--- src/rtl/uart_os_pkg.sv ---
package uart_os_pkg;

    localparam int OVS     = 16;
    localparam int DATA_W  = 8;
    localparam int RTW     = $clog2(OVS + 1);

    localparam logic [RTW-1:0] POS_FIRST = RTW'(1);
    localparam logic [RTW-1:0] POS_LAST  = RTW'(OVS);
    localparam logic [RTW-1:0] POS_QA    = RTW'(3);
    localparam logic [RTW-1:0] POS_QB    = RTW'(5);
    localparam logic [RTW-1:0] POS_QC    = RTW'(7);
    localparam logic [RTW-1:0] POS_VA    = RTW'(8);
    localparam logic [RTW-1:0] POS_VB    = RTW'(9);
    localparam logic [RTW-1:0] POS_VC    = RTW'(10);

    typedef enum logic [1:0] {
        ST_HUNT  = 2'd0,
        ST_START = 2'd1,
        ST_BITS  = 2'd2
    } rx_state_e;

    typedef struct packed {
        logic [DATA_W-1:0] data;
        logic              noise;
        logic              ferr;
    } rx_char_t;

    function automatic logic maj3(input logic a, input logic b, input logic c);
        return (a & b) | (a & c) | (b & c);
    endfunction

endpackage

--- src/rtl/rx_front.sv ---
module rx_front #(
    parameter int SYNC_N = 2,
    parameter int HIST_N = 3
) (
    input  logic clk,
    input  logic rst,
    input  logic tick,
    input  logic line_i,
    output logic smp_o,
    output logic edge_o
);
    logic [SYNC_N-1:0] sync_q;
    logic [HIST_N-1:0] hist_q;

    always_ff @(posedge clk) begin
        if (rst) begin
            sync_q <= '1;
            hist_q <= '0;
        end else begin
            sync_q <= {sync_q[SYNC_N-2:0], line_i};
            if (tick) hist_q <= {hist_q[HIST_N-2:0], sync_q[SYNC_N-1]};
        end
    end

    assign smp_o  = sync_q[SYNC_N-1];
    // a low sample after a full run of high samples
    assign edge_o = tick & ~smp_o & (&hist_q);
endmodule

--- src/rtl/rx_frame.sv ---
module rx_frame
    import uart_os_pkg::*;
(
    input  logic     clk,
    input  logic     rst,
    input  logic     tick,
    input  logic     smp_i,
    input  logic     edge_i,
    output logic     xfer_o,
    output rx_char_t char_o
);
    localparam int              BITW     = $clog2(DATA_W + 2);
    localparam logic [BITW-1:0] STOP_IDX = BITW'(DATA_W + 1);

    rx_state_e         state_q;
    logic [RTW-1:0]    rt_q;
    logic [BITW-1:0]   idx_q;
    logic [DATA_W-1:0] sh_q;
    logic [1:0]        v_q;
    logic [1:0]        zc_q;
    logic              nf_q;

    logic           wrap, rs_early, rs_late, adv;
    logic [RTW-1:0] cur, pos;
    logic           qual_pos, vote_pos, bit_val, bit_dis;
    logic [1:0]     zeros;

    always_comb begin
        wrap     = (rt_q == POS_LAST);
        cur      = wrap ? POS_FIRST : rt_q + 1'b1;
        rs_early = edge_i && (state_q == ST_BITS) && (cur <= POS_QC);
        rs_late  = edge_i && (state_q == ST_BITS) && (cur > POS_VC);
        pos      = (rs_early || rs_late) ? POS_FIRST : cur;
        adv      = wrap || rs_late;
        qual_pos = (pos == POS_QA) || (pos == POS_QB) || (pos == POS_QC);
        vote_pos = (pos == POS_VA) || (pos == POS_VB) || (pos == POS_VC);
        zeros    = zc_q + {1'b0, ~smp_i};
        bit_val  = maj3(v_q[0], v_q[1], smp_i);
        bit_dis  = !((v_q[0] == v_q[1]) && (v_q[1] == smp_i));
        xfer_o   = tick && (state_q == ST_BITS) && (idx_q == STOP_IDX) && (pos == POS_VC);
        char_o.data  = sh_q;
        char_o.noise = nf_q | bit_dis;
        char_o.ferr  = ~bit_val;
    end

    always_ff @(posedge clk) begin
        if (rst) begin
            state_q <= ST_HUNT;
            rt_q    <= '0;
            idx_q   <= '0;
            sh_q    <= '0;
            v_q     <= '0;
            zc_q    <= '0;
            nf_q    <= 1'b0;
        end else if (tick) begin
            unique case (state_q)
                ST_HUNT: begin
                    if (edge_i) begin
                        state_q <= ST_START;
                        rt_q    <= POS_FIRST;
                        idx_q   <= '0;
                        zc_q    <= '0;
                        nf_q    <= 1'b0;
                    end
                end
                ST_START: begin
                    rt_q <= pos;
                    if (qual_pos && !smp_i) zc_q <= zc_q + 1'b1;
                    if ((qual_pos || vote_pos) && smp_i) nf_q <= 1'b1;
                    if (pos == POS_QC && zeros < 2'd2) state_q <= ST_HUNT;
                    if (wrap) begin
                        state_q <= ST_BITS;
                        idx_q   <= BITW'(1);
                    end
                end
                ST_BITS: begin
                    rt_q <= pos;
                    if (adv) idx_q <= idx_q + 1'b1;
                    if (pos == POS_VA) v_q[0] <= smp_i;
                    if (pos == POS_VB) v_q[1] <= smp_i;
                    if (pos == POS_VC) begin
                        if (bit_dis) nf_q <= 1'b1;
                        if (idx_q == STOP_IDX) state_q <= ST_HUNT;
                        else sh_q <= {bit_val, sh_q[DATA_W-1:1]};
                    end
                end
                default: state_q <= ST_HUNT;
            endcase
        end
    end


    hunt_hold_chk: assert property (@(posedge clk) disable iff (rst)
        (tick && state_q == ST_HUNT && !edge_i) |=> (state_q == ST_HUNT));


    back_to_hunt_chk: assert property (@(posedge clk) disable iff (rst)
        xfer_o |=> (state_q == ST_HUNT));
endmodule

--- src/rtl/rx_hold.sv ---
module rx_hold
    import uart_os_pkg::*;
(
    input  logic              clk,
    input  logic              rst,
    input  logic              xfer_i,
    input  rx_char_t          char_i,
    input  logic              rd_stat_i,
    input  logic              rd_data_i,
    output logic [DATA_W-1:0] data_o,
    output logic              full_o,
    output logic              ovr_o,
    output logic              noise_o,
    output logic              ferr_o
);
    logic [DATA_W-1:0] data_q;
    logic full_q, ovr_q, noise_q, ferr_q, arm_q;
    logic clr;

    assign clr = rd_data_i && arm_q;

    always_ff @(posedge clk) begin
        if (rst) begin
            data_q  <= '0;
            full_q  <= 1'b0;
            ovr_q   <= 1'b0;
            noise_q <= 1'b0;
            ferr_q  <= 1'b0;
            arm_q   <= 1'b0;
        end else begin
            if (rd_stat_i && (full_q || ovr_q)) arm_q <= 1'b1;
            if (rd_data_i) arm_q <= 1'b0;
            if (clr) begin
                full_q  <= 1'b0;
                ovr_q   <= 1'b0;
                noise_q <= 1'b0;
                ferr_q  <= 1'b0;
            end
            if (xfer_i) begin
                if (!full_q || clr) begin
                    data_q  <= char_i.data;
                    noise_q <= char_i.noise;
                    ferr_q  <= char_i.ferr;
                    full_q  <= 1'b1;
                end else begin
                    ovr_q <= 1'b1;
                end
            end
        end
    end

    assign data_o  = data_q;
    assign full_o  = full_q;
    assign ovr_o   = ovr_q;
    assign noise_o = noise_q;
    assign ferr_o  = ferr_q;


    full_set_chk: assert property (@(posedge clk) disable iff (rst)
        (xfer_i && !full_q) |=> full_q);


    ovr_keep_chk: assert property (@(posedge clk) disable iff (rst)
        (xfer_i && full_q && !clr) |=> (ovr_q && $stable(data_q)));


    no_arm_chk: assert property (@(posedge clk) disable iff (rst)
        (rd_data_i && !arm_q && !xfer_i) |=> $stable({full_q, ovr_q, noise_q, ferr_q}));
endmodule

--- src/rtl/uart_os_rx.sv ---
module uart_os_rx
    import uart_os_pkg::*;
#(
    parameter int SYNC_STAGES = 2
) (
    input  logic              clk,
    input  logic              rst,
    input  logic              tick16_i,
    input  logic              rxd_i,
    input  logic              rd_stat_i,
    input  logic              rd_data_i,
    output logic [DATA_W-1:0] data_o,
    output logic              full_o,
    output logic              ovr_o,
    output logic              noise_o,
    output logic              ferr_o
);
    logic     smp, edge_det, xfer;
    rx_char_t chr;

    rx_front #(.SYNC_N(SYNC_STAGES), .HIST_N(3)) u_front (
        .clk(clk), .rst(rst), .tick(tick16_i), .line_i(rxd_i),
        .smp_o(smp), .edge_o(edge_det)
    );

    rx_frame u_frame (
        .clk(clk), .rst(rst), .tick(tick16_i), .smp_i(smp), .edge_i(edge_det),
        .xfer_o(xfer), .char_o(chr)
    );

    rx_hold u_hold (
        .clk(clk), .rst(rst), .xfer_i(xfer), .char_i(chr),
        .rd_stat_i(rd_stat_i), .rd_data_i(rd_data_i),
        .data_o(data_o), .full_o(full_o), .ovr_o(ovr_o),
        .noise_o(noise_o), .ferr_o(ferr_o)
    );
endmodule

--- config.mk ---
export PLATFORM = sky130hd
export DESIGN_NAME = uart_os_rx
export DESIGN_NICKNAME = d
export VERILOG_FILES = /design/src/rtl/uart_os_pkg.sv /design/src/rtl/rx_front.sv /design/src/rtl/rx_frame.sv /design/src/rtl/rx_hold.sv /design/src/rtl/uart_os_rx.sv
export SDC_FILE = /design/constraint.sdc
export NUM_CORES = 1
export LEC_CHECK = 0
export ABC_AREA = 1
export BUFFER_PORTS_ARGS = -buffer_cell sky130_fd_sc_hd__buf_2
export CAP_MARGIN = 40
export CORE_AREA = 5 5 69 134
export DETAILED_ROUTE_END_ITERATION = 10
export DIE_AREA = 0 0 74 139
export PLACE_DENSITY = 0.46
export SLEW_MARGIN = 25
export SYNTH_ARGS = -nofsm -noshare
export SYNTH_HDL_FRONTEND = slang
export SYNTH_HIERARCHICAL = 1
export SYNTH_SLANG_ARGS = --single-unit
--- constraint.sdc ---
create_clock -name clk -period 4.67 [get_ports clk]
set_input_delay 0.7005 -clock clk [delete_from_list [all_inputs] [get_ports clk]]
set_output_delay 0.7005 -clock clk [all_outputs]
set_load 0.005 [all_outputs]
==> flow_metrics.py <==
metrics = {
    "outcome": {
        "outcome": "complete, no violations",
    },
    "synth": {
        "syn-mean-instance-area_um2": 6.96,
        "yosys.area.top_type": "dfxtp_1",
        "synth.most_common_cell": "nand2_1",
        "post_synth_most_frequent_cells": "56 x nand2_1, 53 x inv_1, 49 x nor2_1",
        "syn_area_um2": 2360,
        "synth.net_count": 358,
        "area_share_of_the_leading_cell_type_in_the_synthesized_netlist": 0.356,
        "synth-main-ff-cell": "dfxtp_1",
        "netlist_top_cells_area": "dfxtp_1 36%, nand2_1 8.9%, inv_1 8.4%",
        "syn-instance-count": 340,
        "postSynthRegisterBits": 42,
        "async_reset_ff_frac": 0,
        "synth_warnings": 6,
        "yosysSeqAreaShare": 0.356,
        "synth_cell_types": 41,
        "synth_edf_count": 0,
    },
    "worst_setup_path": {
        "critPathLaunchType": "flop",
        "worstSetupEndpointType": "flop",
        "r2r_end": "u_hold/ferr_o$_SDFF_PP0_",
        "crit_path_end": "u_hold/ferr_o$_SDFF_PP0_",
        "worst-endpoint-arrival_ns": 2.70,
        "critical_path_class": "flop to flop",
        "r2r-start": "u_frame/rt_q[0]$_SDFFE_PP0P_",
        "critical-path-slowest-cell": "ha_1",
        "critPathLaunch": "u_frame/rt_q[0]$_SDFFE_PP0P_",
        "crit_chain": "inv_1, ha_1, nand2_1, nor2_1, nand3_1, nand2_2, nand3_2, nand2_4, nand4_4, nor3_2, buf_4, nand2_2, nand2_1, inv_1, nor2_1",
        "critPathBufInv": 3,
        "critical_path.max_stage_delay_ns": 0.45,
        "reg2regPathDepth": 15,
        "worst-path-max-fanout": 21,
        "timing.reg2reg.setup_slack_ns": 2.19,
        "critical_path.top_delay_family": "simple AND/OR/NAND/NOR gates",
        "critical_path_cell_count": 15,
        "cp.required_ns": 4.89,
    },
    "route": {
        "wl_per_cell_um": 11.9,
        "number_of_iterations_in_the_first_detailed_routing_pass": 4,
        "drc_errors": 0,
        "drtIter0Drc": 80,
        "post_drt_via_cell_ratio": 4.53,
        "vias": 2065,
        "drtAntennaViolNets": 0,
        "wirelength_um": 5420,
    },
    "floorplan": {
        "io_pins": 18,
        "core_area_um2": 8170,
        "placement_rows": 47,
        "die_w_um": 74,
        "initial_utilization": 0.289,
        "fp.dieArea_um2": 10300,
        "die_height_um": 139,
    },
    "clock_tree": {
        "clk_root_buffer_cell": "clkbuf_16",
        "clock_latency_ns": 0.29,
        "clkTransAtPathRegs_ns": 0.06,
        "post_cts_resized": 0,
        "cts-buffers-inserted": 5,
        "clkSinkCount": 42,
        "cts_setup_buffers": 0,
        "cts-root-to-sink-buffers": 2,
        "ctsHoldBuffers": 0,
        "tritoncts": "built",
        "ctsHtreeMaxLevel": 2,
    },
    "place": {
        "port-buffer-count": 17,
        "detailed_place_hpwl_um": 4250,
        "dpl-instance-area_um2": 2540,
        "placedCellCount": 448,
        "gp_congestion": 0.889,
        "dp_worst_setup_slack_ns": 2.20,
    },
    "finish": {
        "area_growth_syn_to_layout_pct": 13.7,
        "fin_area_um2": 2690,
        "antennaDiodeCount": 0,
        "drive_gt1_frac": 0.165,
        "fillCellCount": 898,
        "nets": 375,
        "final-instance-count-excl-fill": 456,
    },
    "sta": {
        "fin_hold_ws_ns": 0.429,
        "finalCriticalPeriod_ns": 2.48,
        "final_min_period_over_clock_period": 0.531,
        "max_slew.worst_pin.slew_ns": 0.748,
        "timing.max_slew.rel_slack": 0.496,
        "final.setup_skew_ns": 0.00316,
        "timing_max_transition_violations_final": 0,
        "final-hold-violation-count": 0,
        "totalNegativeSetupSlack_ns": 0,
        "setup_viol_count_final": 0,
        "layout_setup_ws_ns": 2.19,
        "unrepaired_setup_endpoints_after_global_routing": "false",
        "maximum_clock_rate_mhz": 404,
    },
    "grt": {
        "globalRouteOverflowTotal": 0,
        "grt_pass1_vias": 2022,
        "grt_max_degree": 22,
        "grt_pass1_wl_um": 9130,
        "antenna_found_initial": 0,
        "track_usage": 0.114,
    },
    "power": {
        "power.density_cell_area_nw_per_um2": 303,
        "total_leakage_power_nw": 1.23,
        "vdd_ir_drop_max_v": 0.000145,
    },
    "worst_hold_path": {
        "worst_hold_path_type": "flop to flop",
        "hold_path.startpoint": "u_front/sync_q[0]$_SDFF_PP1_",
    },
    "run": {
        "drv_cap": 0,
    },
}
-- cells in the final DEF (no fill, tap or decap), types with 2 or more instances in the layout --
cell type,netlist,final
nand2_1,56,56
inv_1,53,53
nor2_1,49,49
dfxtp_1,42,42
nand3_1,29,29
a21oi_1,21,21
buf_2,4,17
o21ai_0,15,15
nand2_2,13,13
ha_1,12,12
clkbuf_16,0,5
nand3_2,4,4
nor2_2,3,3
inv_2,3,3
nor3_1,4,3
nand4_1,2,2
nand3b_1,2,2
nor2_4,2,2
o21ai_1,2,2
or2_2,2,2
-- registers in the layout (all words and copies together) (netlist names) --
register / flops
u_frame/sh_q: 8
u_hold/data_o: 8
u_frame/rt_q: 5
u_frame/idx_q: 4
u_front/hist_q: 3
u_frame/state_q: 2
u_frame/v_q: 2
u_frame/zc_q: 2
u_front/sync_q: 2
u_frame/nf_q: 1
u_hold/arm_q: 1
u_hold/ferr_o: 1
u_hold/full_o: 1
u_hold/noise_o: 1
u_hold/ovr_o: 1
-- metal layers --
| metal | up-vias | GRT usage | part of all wire |
|---|---|---|---|
| li1 | 1105 | - | - |
| met4 | 0 | 0.0573 | 0.030 |
| met3 | 9 | 0.0218 | 0.030 |
| met2 | 30 | 0.216 | 0.57 |
| met5 | - | 0 | 0 |
| met1 | 921 | 0.109 | 0.37 |
-- per-stage QoR --
step | power [mW] | utilization
after floorplan | 0.443 | -
after global placement | 0.466 | 0.310
after detailed placement | 0.466 | 0.310
after CTS | 0.830 | 0.329
after global routing | 0.853 | 0.329
final | 0.814 | 0.329
-- cell type report --
type,count,area [µm²],share of cell area
Multi-Input combinational cell,233,1270,0.471
Sequential cell,42,841,0.313
Inverter,57,214,0.0796
Clock buffer,6,139,0.0517
Tap cell,98,123,0.0456
Timing Repair Buffer,18,92.6,0.0344
Clock inverter,2,12.5,0.00465
-- report_power, final --
group | internal, mW | switching, mW | leakage (nW)
Combinational | 0.0266 | 0.0554 | 0.817
Sequential | 0.367 | 0.00774 | 0.340
Clock | 0.212 | 0.146 | 0.0729
Total | 0.605 | 0.209 | 1.23
-- worst min-delay path by stage --
stage	endpoint	slack, ns	cells after the start
finish	u_front/sync_q[1]$_SDFF_PP1_	0.43	1
CTS	u_front/sync_q[1]$_SDFF_PP1_	0.43	1
detailed placement	u_front/sync_q[1]$_SDFF_PP1_	0.39	1
global placement	u_front/sync_q[1]$_SDFF_PP1_	0.40	1
global route	u_front/sync_q[1]$_SDFF_PP1_	0.46	1
floorplan	u_front/sync_q[1]$_SDFF_PP1_	0.39	1
-- cell families (layout without fill, tap and decap cells) --
| family | after synthesis | after routing | share of synthesized area |
|---|---|---|---|
| xor+xnor | 2 | 2 | 0.00741 |
| compound gates | 48 | 48 | 0.119 |
| flops | 42 | 42 | 0.356 |
| buf+inv | 65 | 83 | 0.111 |
| simple gates | 171 | 171 | 0.344 |
| fa+ha+maj | 12 | 12 | 0.0635 |
-- worst register-to-register path, delay by kind of cell, from the launching register on --
family                     cells  cell delay, ns
adders and majority gates      1            0.45
buffers and inverters          3            0.42
DFF                            1            0.39
and+or+nand+nor               11            1.14
Note: power is estimated with default switching activity, not from simulation.
